### src/rtl/acq_line_pkg.sv
package acq_line_pkg;
  parameter int CNT_W   = 11;
  parameter int MAX_DLY = 3;
  localparam int DLY_W  = $clog2(MAX_DLY + 1);

  typedef enum logic [2:0] {
    A_LEN = 3'd0,
    A_CLS = 3'd1,
    A_CLE = 3'd2,
    A_WES = 3'd3,
    A_WEE = 3'd4,
    A_CTL = 3'd5
  } cfgAddr_e;

  typedef struct packed {
    logic [CNT_W-1:0] clampStart;
    logic [CNT_W-1:0] clampEnd;
    logic [CNT_W-1:0] weStart;
    logic [CNT_W-1:0] weEnd;
    logic             freeze;
    logic [DLY_W-1:0] weDelay;
  } dpCfg_t;

  typedef struct packed {
    logic [CNT_W-1:0] lineLen;
    logic             extMode;
    dpCfg_t           dp;
  } lineCfg_t;

  typedef struct packed {
    logic [CNT_W-1:0] cnt;
    logic             hRefLvl;
  } ctlStrobe_t;
endpackage

### src/rtl/acq_line_ctrl.sv
module acq_line_ctrl
  import acq_line_pkg::*;
#(
  parameter int DEF_LEN     = 864,
  parameter int SYNC_STAGES = 2
) (
  input  logic             clk,
  input  logic             rstN,
  input  logic             cfgWrEn,
  input  logic [2:0]       cfgAddr,
  input  logic [CNT_W-1:0] cfgData,
  input  logic             extRefIn,
  output dpCfg_t           dpCfg,
  output ctlStrobe_t       strb
);
  localparam lineCfg_t RESET_CFG = '{lineLen: CNT_W'(DEF_LEN), extMode: 1'b0, dp: '0};

  lineCfg_t shadow;
  lineCfg_t act;
  logic [CNT_W-1:0] cnt;
  logic [SYNC_STAGES:0] refSync;
  logic extEdge;
  logic wrapNow;
  logic [CNT_W-1:0] lastPos;
  logic [CNT_W-1:0] halfLen;

  // staging copy written by the configuration port
  always_ff @(posedge clk or negedge rstN) begin
    if (!rstN) begin
      shadow <= RESET_CFG;
    end else if (cfgWrEn) begin
      case (cfgAddr_e'(cfgAddr))
        A_LEN: shadow.lineLen       <= cfgData;
        A_CLS: shadow.dp.clampStart <= cfgData;
        A_CLE: shadow.dp.clampEnd   <= cfgData;
        A_WES: shadow.dp.weStart    <= cfgData;
        A_WEE: shadow.dp.weEnd      <= cfgData;
        A_CTL: begin
          shadow.extMode    <= cfgData[0];
          shadow.dp.freeze  <= cfgData[1];
          shadow.dp.weDelay <= cfgData[2 +: DLY_W];
        end
        default: ;
      endcase
    end
  end

  // synchroniser plus one edge register on the external reference
  always_ff @(posedge clk or negedge rstN) begin
    if (!rstN) refSync <= '0;
    else       refSync <= {refSync[SYNC_STAGES-1:0], extRefIn};
  end

  assign extEdge = refSync[SYNC_STAGES-1] & ~refSync[SYNC_STAGES];
  assign lastPos = act.lineLen - 1'b1;
  assign wrapNow = act.extMode ? extEdge : (cnt >= lastPos);

  always_ff @(posedge clk or negedge rstN) begin
    if (!rstN) begin
      cnt <= '0;
      act <= RESET_CFG;
    end else if (wrapNow) begin
      cnt <= '0;
      act <= shadow;
    end else if (cnt != '1) begin
      cnt <= cnt + 1'b1;
    end
  end

  assign halfLen      = act.lineLen >> 1;
  assign dpCfg        = act.dp;
  assign strb.cnt     = cnt;
  assign strb.hRefLvl = cnt < halfLen;
endmodule

### src/rtl/acq_line_dp.sv
module acq_line_dp
  import acq_line_pkg::*;
(
  input  logic       clk,
  input  logic       rstN,
  input  dpCfg_t     dpCfg,
  input  ctlStrobe_t strb,
  input  logic       vWinIn,
  input  logic       strobeIn,
  output logic       hRefOut,
  output logic       clampOut,
  output logic       halfClkEn,
  output logic       weOut,
  output logic       ieOut
);
  logic hWin;
  logic hWinDly;
  logic [MAX_DLY-1:0] dlyLine;
  logic halfReg;

  assign hWin = (strb.cnt >= dpCfg.weStart) && (strb.cnt < dpCfg.weEnd);

  always_ff @(posedge clk or negedge rstN) begin
    if (!rstN) dlyLine <= '0;
    else       dlyLine <= MAX_DLY'({dlyLine, hWin});
  end

  always_comb begin
    if (dpCfg.weDelay == '0) hWinDly = hWin;
    else                     hWinDly = dlyLine[dpCfg.weDelay - 1'b1];
  end

  always_ff @(posedge clk or negedge rstN) begin
    if (!rstN) halfReg <= 1'b0;
    else       halfReg <= ~halfReg;
  end

  assign hRefOut   = strb.hRefLvl;
  assign clampOut  = (strb.cnt >= dpCfg.clampStart) && (strb.cnt < dpCfg.clampEnd);
  assign halfClkEn = halfReg;
  assign weOut     = hWinDly & vWinIn;
  assign ieOut     = ~dpCfg.freeze | strobeIn;
endmodule

### src/rtl/acq_line_timer.sv
module acq_line_timer
  import acq_line_pkg::*;
#(
  parameter int DEF_LEN = 864
) (
  input  logic             clk,
  input  logic             rstN,
  input  logic             cfgWrEn,
  input  logic [2:0]       cfgAddr,
  input  logic [CNT_W-1:0] cfgData,
  input  logic             extRefIn,
  input  logic             vWinIn,
  input  logic             strobeIn,
  output logic             hRefOut,
  output logic             clampOut,
  output logic             halfClkEn,
  output logic             weOut,
  output logic             ieOut
);
  dpCfg_t     dpCfg;
  ctlStrobe_t strb;

  acq_line_ctrl #(.DEF_LEN(DEF_LEN)) u_ctrl (
    .clk(clk), .rstN(rstN), .cfgWrEn(cfgWrEn), .cfgAddr(cfgAddr),
    .cfgData(cfgData), .extRefIn(extRefIn), .dpCfg(dpCfg), .strb(strb)
  );

  acq_line_dp u_dp (
    .clk(clk), .rstN(rstN), .dpCfg(dpCfg), .strb(strb),
    .vWinIn(vWinIn), .strobeIn(strobeIn), .hRefOut(hRefOut),
    .clampOut(clampOut), .halfClkEn(halfClkEn), .weOut(weOut), .ieOut(ieOut)
  );
endmodule

### config.mk
export PLATFORM = sky130hd
export DESIGN_NAME = acq_line_timer
export DESIGN_NICKNAME = d
export VERILOG_FILES = /design/src/rtl/acq_line_pkg.sv /design/src/rtl/acq_line_ctrl.sv /design/src/rtl/acq_line_dp.sv /design/src/rtl/acq_line_timer.sv
export SDC_FILE = /design/constraint.sdc
export NUM_CORES = 1
export LEC_CHECK = 0
export BUFFER_PORTS_ARGS = -buffer_cell sky130_fd_sc_hd__buf_2
export CORE_MARGIN = 1.5
export CORE_UTILIZATION = 30
export DETAILED_ROUTE_END_ITERATION = 10
export HOLD_SLACK_MARGIN = 0.12
export PLACE_DENSITY = 0.45
export SLEW_MARGIN = 20
export SYNTH_ARGS = -nofsm -noshare
export SYNTH_HDL_FRONTEND = slang
export SYNTH_SLANG_ARGS = --single-unit
### constraint.sdc
create_clock -name clk -period 6 [get_ports clk]
set_clock_uncertainty 0.05 [all_clocks]
set_input_delay 1.2 -clock clk [delete_from_list [all_inputs] [get_ports clk]]
set_output_delay 1.2 -clock clk [all_outputs]
set_load 0.005 [all_outputs]
==> impl_metrics.env <==
export IMPL_synth_edff_count=0
export IMPL_crit_end="u_ctrl.dpCfg[5]"
export IMPL_worst_r2r_endpoint="u_ctrl.dpCfg[5]"
export IMPL_viasPerCell=4.568
export IMPL_cts_num_sinks=136
export IMPL_yosysUniqueCellTypes=45
export IMPL_num_vias=4193
export IMPL_postCtsSetupBuffers=0
export IMPL_place_hpwl_mm=10.84
export IMPL_die_x_um=157.5
export IMPL_synth_ff_type="dfrtp_1"
export IMPL_core_area_sq_um=23470
export IMPL_worst_pin_slew_ns=0.9392
export IMPL_multi_input_area_sq_um=3401
export IMPL_hold_viol=0
export IMPL_ioPinCount=25
export IMPL_crit_required_ns=6.25
export IMPL_ir_drop_mv=0.1552
export IMPL_min_path_type="flip-flop to flip-flop"
export IMPL_rsz0062_at_grt="no"
export IMPL_syn_nets=638
export IMPL_fin_setup_tns_ns=0
export IMPL_initial_utilization_pct=30.52
export IMPL_grt_max_degree=85
export IMPL_cts_tree="yes"
export IMPL_first_global_vias=4584
export IMPL_setup_worst_path_start_class="flip-flop"
export IMPL_fin_crit_sh_pct=67.34
export IMPL_cts_hold_buf=0
export IMPL_status="finished clean"
export IMPL_numCtsBuffers=17
export IMPL_final_common_cell="dfrtp_1"
export IMPL_grt_usage_pct=13.35
export IMPL_ff2ff_path_depth=11
export IMPL_ys_async_sr_fraction_pct=100.0
export IMPL_antennaDiodeCount=0
export IMPL_routed_wl_mm=15.15
export IMPL_grt_pass1_wl_mm=25.00
export IMPL_p_leak_uw=0.003704
export IMPL_drive_gt1_share_pct=31.55
export IMPL_path_class="flip-flop to flip-flop"
export IMPL_ff_latch_area_sq_um=3413
export IMPL_max_freq_mhz=247.5
export IMPL_drc=0
export IMPL_root_buffer="clkbuf_16"
export IMPL_power_density_nw_per_um2=266.3
export IMPL_syn_inst=553
export IMPL_setup_viol=0
export IMPL_synth_top_area_share_pct=44.72
export IMPL_gr_max_usage_layer="met2"
export IMPL_slew_violations=0
export IMPL_use_met3_pct=2.946
export IMPL_dr_pass1_iters=4
export IMPL_cap_violations=0
export IMPL_htree_num_levels=4
export IMPL_clock_latency_ns=0.42
export IMPL_area_growth_pct=13.78
export IMPL_cts_resized=0
export IMPL_arrival_ns=4.29
export IMPL_synth_top_cell_by_area="dfrtp_1"
export IMPL_io_buffer_count=24
export IMPL_fill_cells=2279
export IMPL_gp_congestion=0.8095
export IMPL_syn_area_sq_um=7163
export IMPL_drtIter0Drc=166
export IMPL_rows=56
export IMPL_antenna_found_initial=0
export IMPL_clkTransAtPathRegs_ns=0.06
export IMPL_die_height_um=157.5
export IMPL_final_cell_mix="128 x dfrtp_1, 65 x ha_1, 60 x mux2_2"
export IMPL_use_met2_pct=21.71
export IMPL_final_nets=672
export IMPL_relSlewSlack_pct=37.38
export IMPL_wl_per_cell_um=16.50
export IMPL_dieArea_sq_um=24810
export IMPL_antenna_left=0
export IMPL_grt_remaining_overflow=0
export IMPL_yosys_warnings=0
export IMPL_regToRegSetupSlack_ns=1.96
export IMPL_crit_start="u_ctrl.act[50]"
export IMPL_yosys_register_bits=136
export IMPL_cts_buffer_depth=2
export IMPL_timing_rr_start="u_ctrl.act[50]"
export IMPL_post_route_min_period_ns=4.041
export IMPL_syn_avg_cell_area_sq_um=12.95
export IMPL_finalCoreUtilization_pct=34.72
export IMPL_grtUsageMet1_pct=17.50
export IMPL_synthTopCellsByArea="dfrtp_1 45%, mux2_4 12%, ha_1 11%"
export IMPL_worstSetupEndpointType="flip-flop"
export IMPL_crit_fanout=54
export IMPL_synth_seq_area_share_pct=47.65
-- final cells by class --
| cell class | count | share of cell area, % |
|---|---|---|
| Clock buffer | 24 | 5.910 |
| Tap cell | 319 | 4.897 |
| Multi-Input combinational cell | 344 | 41.73 |
| Timing Repair Buffer | 29 | 2.011 |
| Clock inverter | 7 | 0.8597 |
| Sequential cell | 136 | 41.88 |
| Inverter | 59 | 2.717 |
-- power by group --
| part | total, uW | internal (uW) | switching, uW |
|---|---|---|---|
| Combinational | 131 | 76.3 | 55.0 |
| Sequential | 1060 | 1010 | 47.2 |
| Clock | 981 | 599 | 382 |
-- worst min path at each step --
stage                              to  cells past startpoint         startpoint  slack (ns)
floorplan           u_ctrl.refSync[1]                      0  u_ctrl.refSync[0]        0.28
global placement    u_ctrl.refSync[1]                      0  u_ctrl.refSync[0]        0.30
detailed placement  u_ctrl.refSync[1]                      0  u_ctrl.refSync[0]        0.29
CTS                 u_ctrl.refSync[1]                      0  u_ctrl.refSync[0]        0.32
global route        u_ctrl.refSync[1]                      0  u_ctrl.refSync[0]        0.32
finish              u_ctrl.refSync[1]                      0  u_ctrl.refSync[0]        0.31
-- synthesized netlist by cell type, types with 5 or more instances --
library cell and instances:
clkbuf_1 6, ha_1 65, xnor2_1 9, nand4_1 10, a21oi_1 16, inv_1 59, xor2_1 5, nand2b_1 6
mux2_2 60, nand3_1 7, o21ai_0 11, a21o_1 14, dfrtp_1 128, nand2_1 11, nor2_1 23, mux2_4 58
buf_12 6, dfstp_2 8
-- cell families (layout without fill, tap and decap cells) --
group,Yosys count,count (layout),share of synthesized area (%)
flops,136,136,47.65
buf+inv,73,119,5.397
fa+ha+maj,65,65,11.35
compound gates,69,69,6.655
simple gates,77,77,5.502
xor+xnor,14,14,1.712
mux,119,119,21.73
-- sequential cells by signal, summed over array words and instances, names as in the netlist --
register and cells:
u_dp.halfClkEn 1, u_ctrl.shadow 59, u_ctrl.refSync 3, u_ctrl.cnt 11
u_ctrl.dpCfg 47, u_dp.dlyLine 3, u_ctrl.act 12
-- metal layers --
layer	routed length (um)	vias to the layer above	part of all wire, %
li1	-	2034	-
met1	7435	2107	49
met2	7133	37	47
met3	346	15	2.3
met4	235	0	1.6
met5	0	-	0
-- metrics by stage --
step	instances	hold slack [ns]	area [sq um]	setup WS [ns]	total power (uW)
6_report	918	0.3078	8150	1.959	2171
5_1_grt	918	0.3219	8150	1.633	2264
4_1_cts	918	0.3159	8144	1.932	2202
3_5_place_dp	887	0.2903	7592	1.953	1211
3_3_place_gp	887	0.3042	7592	1.904	1205
2_1_floorplan	553	0.2812	7163	2.731	1145
-- worst max-delay path, cell delays in order (launching register included) --
cell,delay (ns)
dfrtp_1,0.42
nor4_1,0.55
nand2_1,0.16
nor4_1,0.28
xnor2_1,0.17
ha_1,0.29
a21o_1,0.20
a211o_1,0.30
a41o_1,0.21
a32o_4,0.40
buf_4,0.45
mux2_4,0.41
Note: power is estimated with default switching activity, not from simulation.
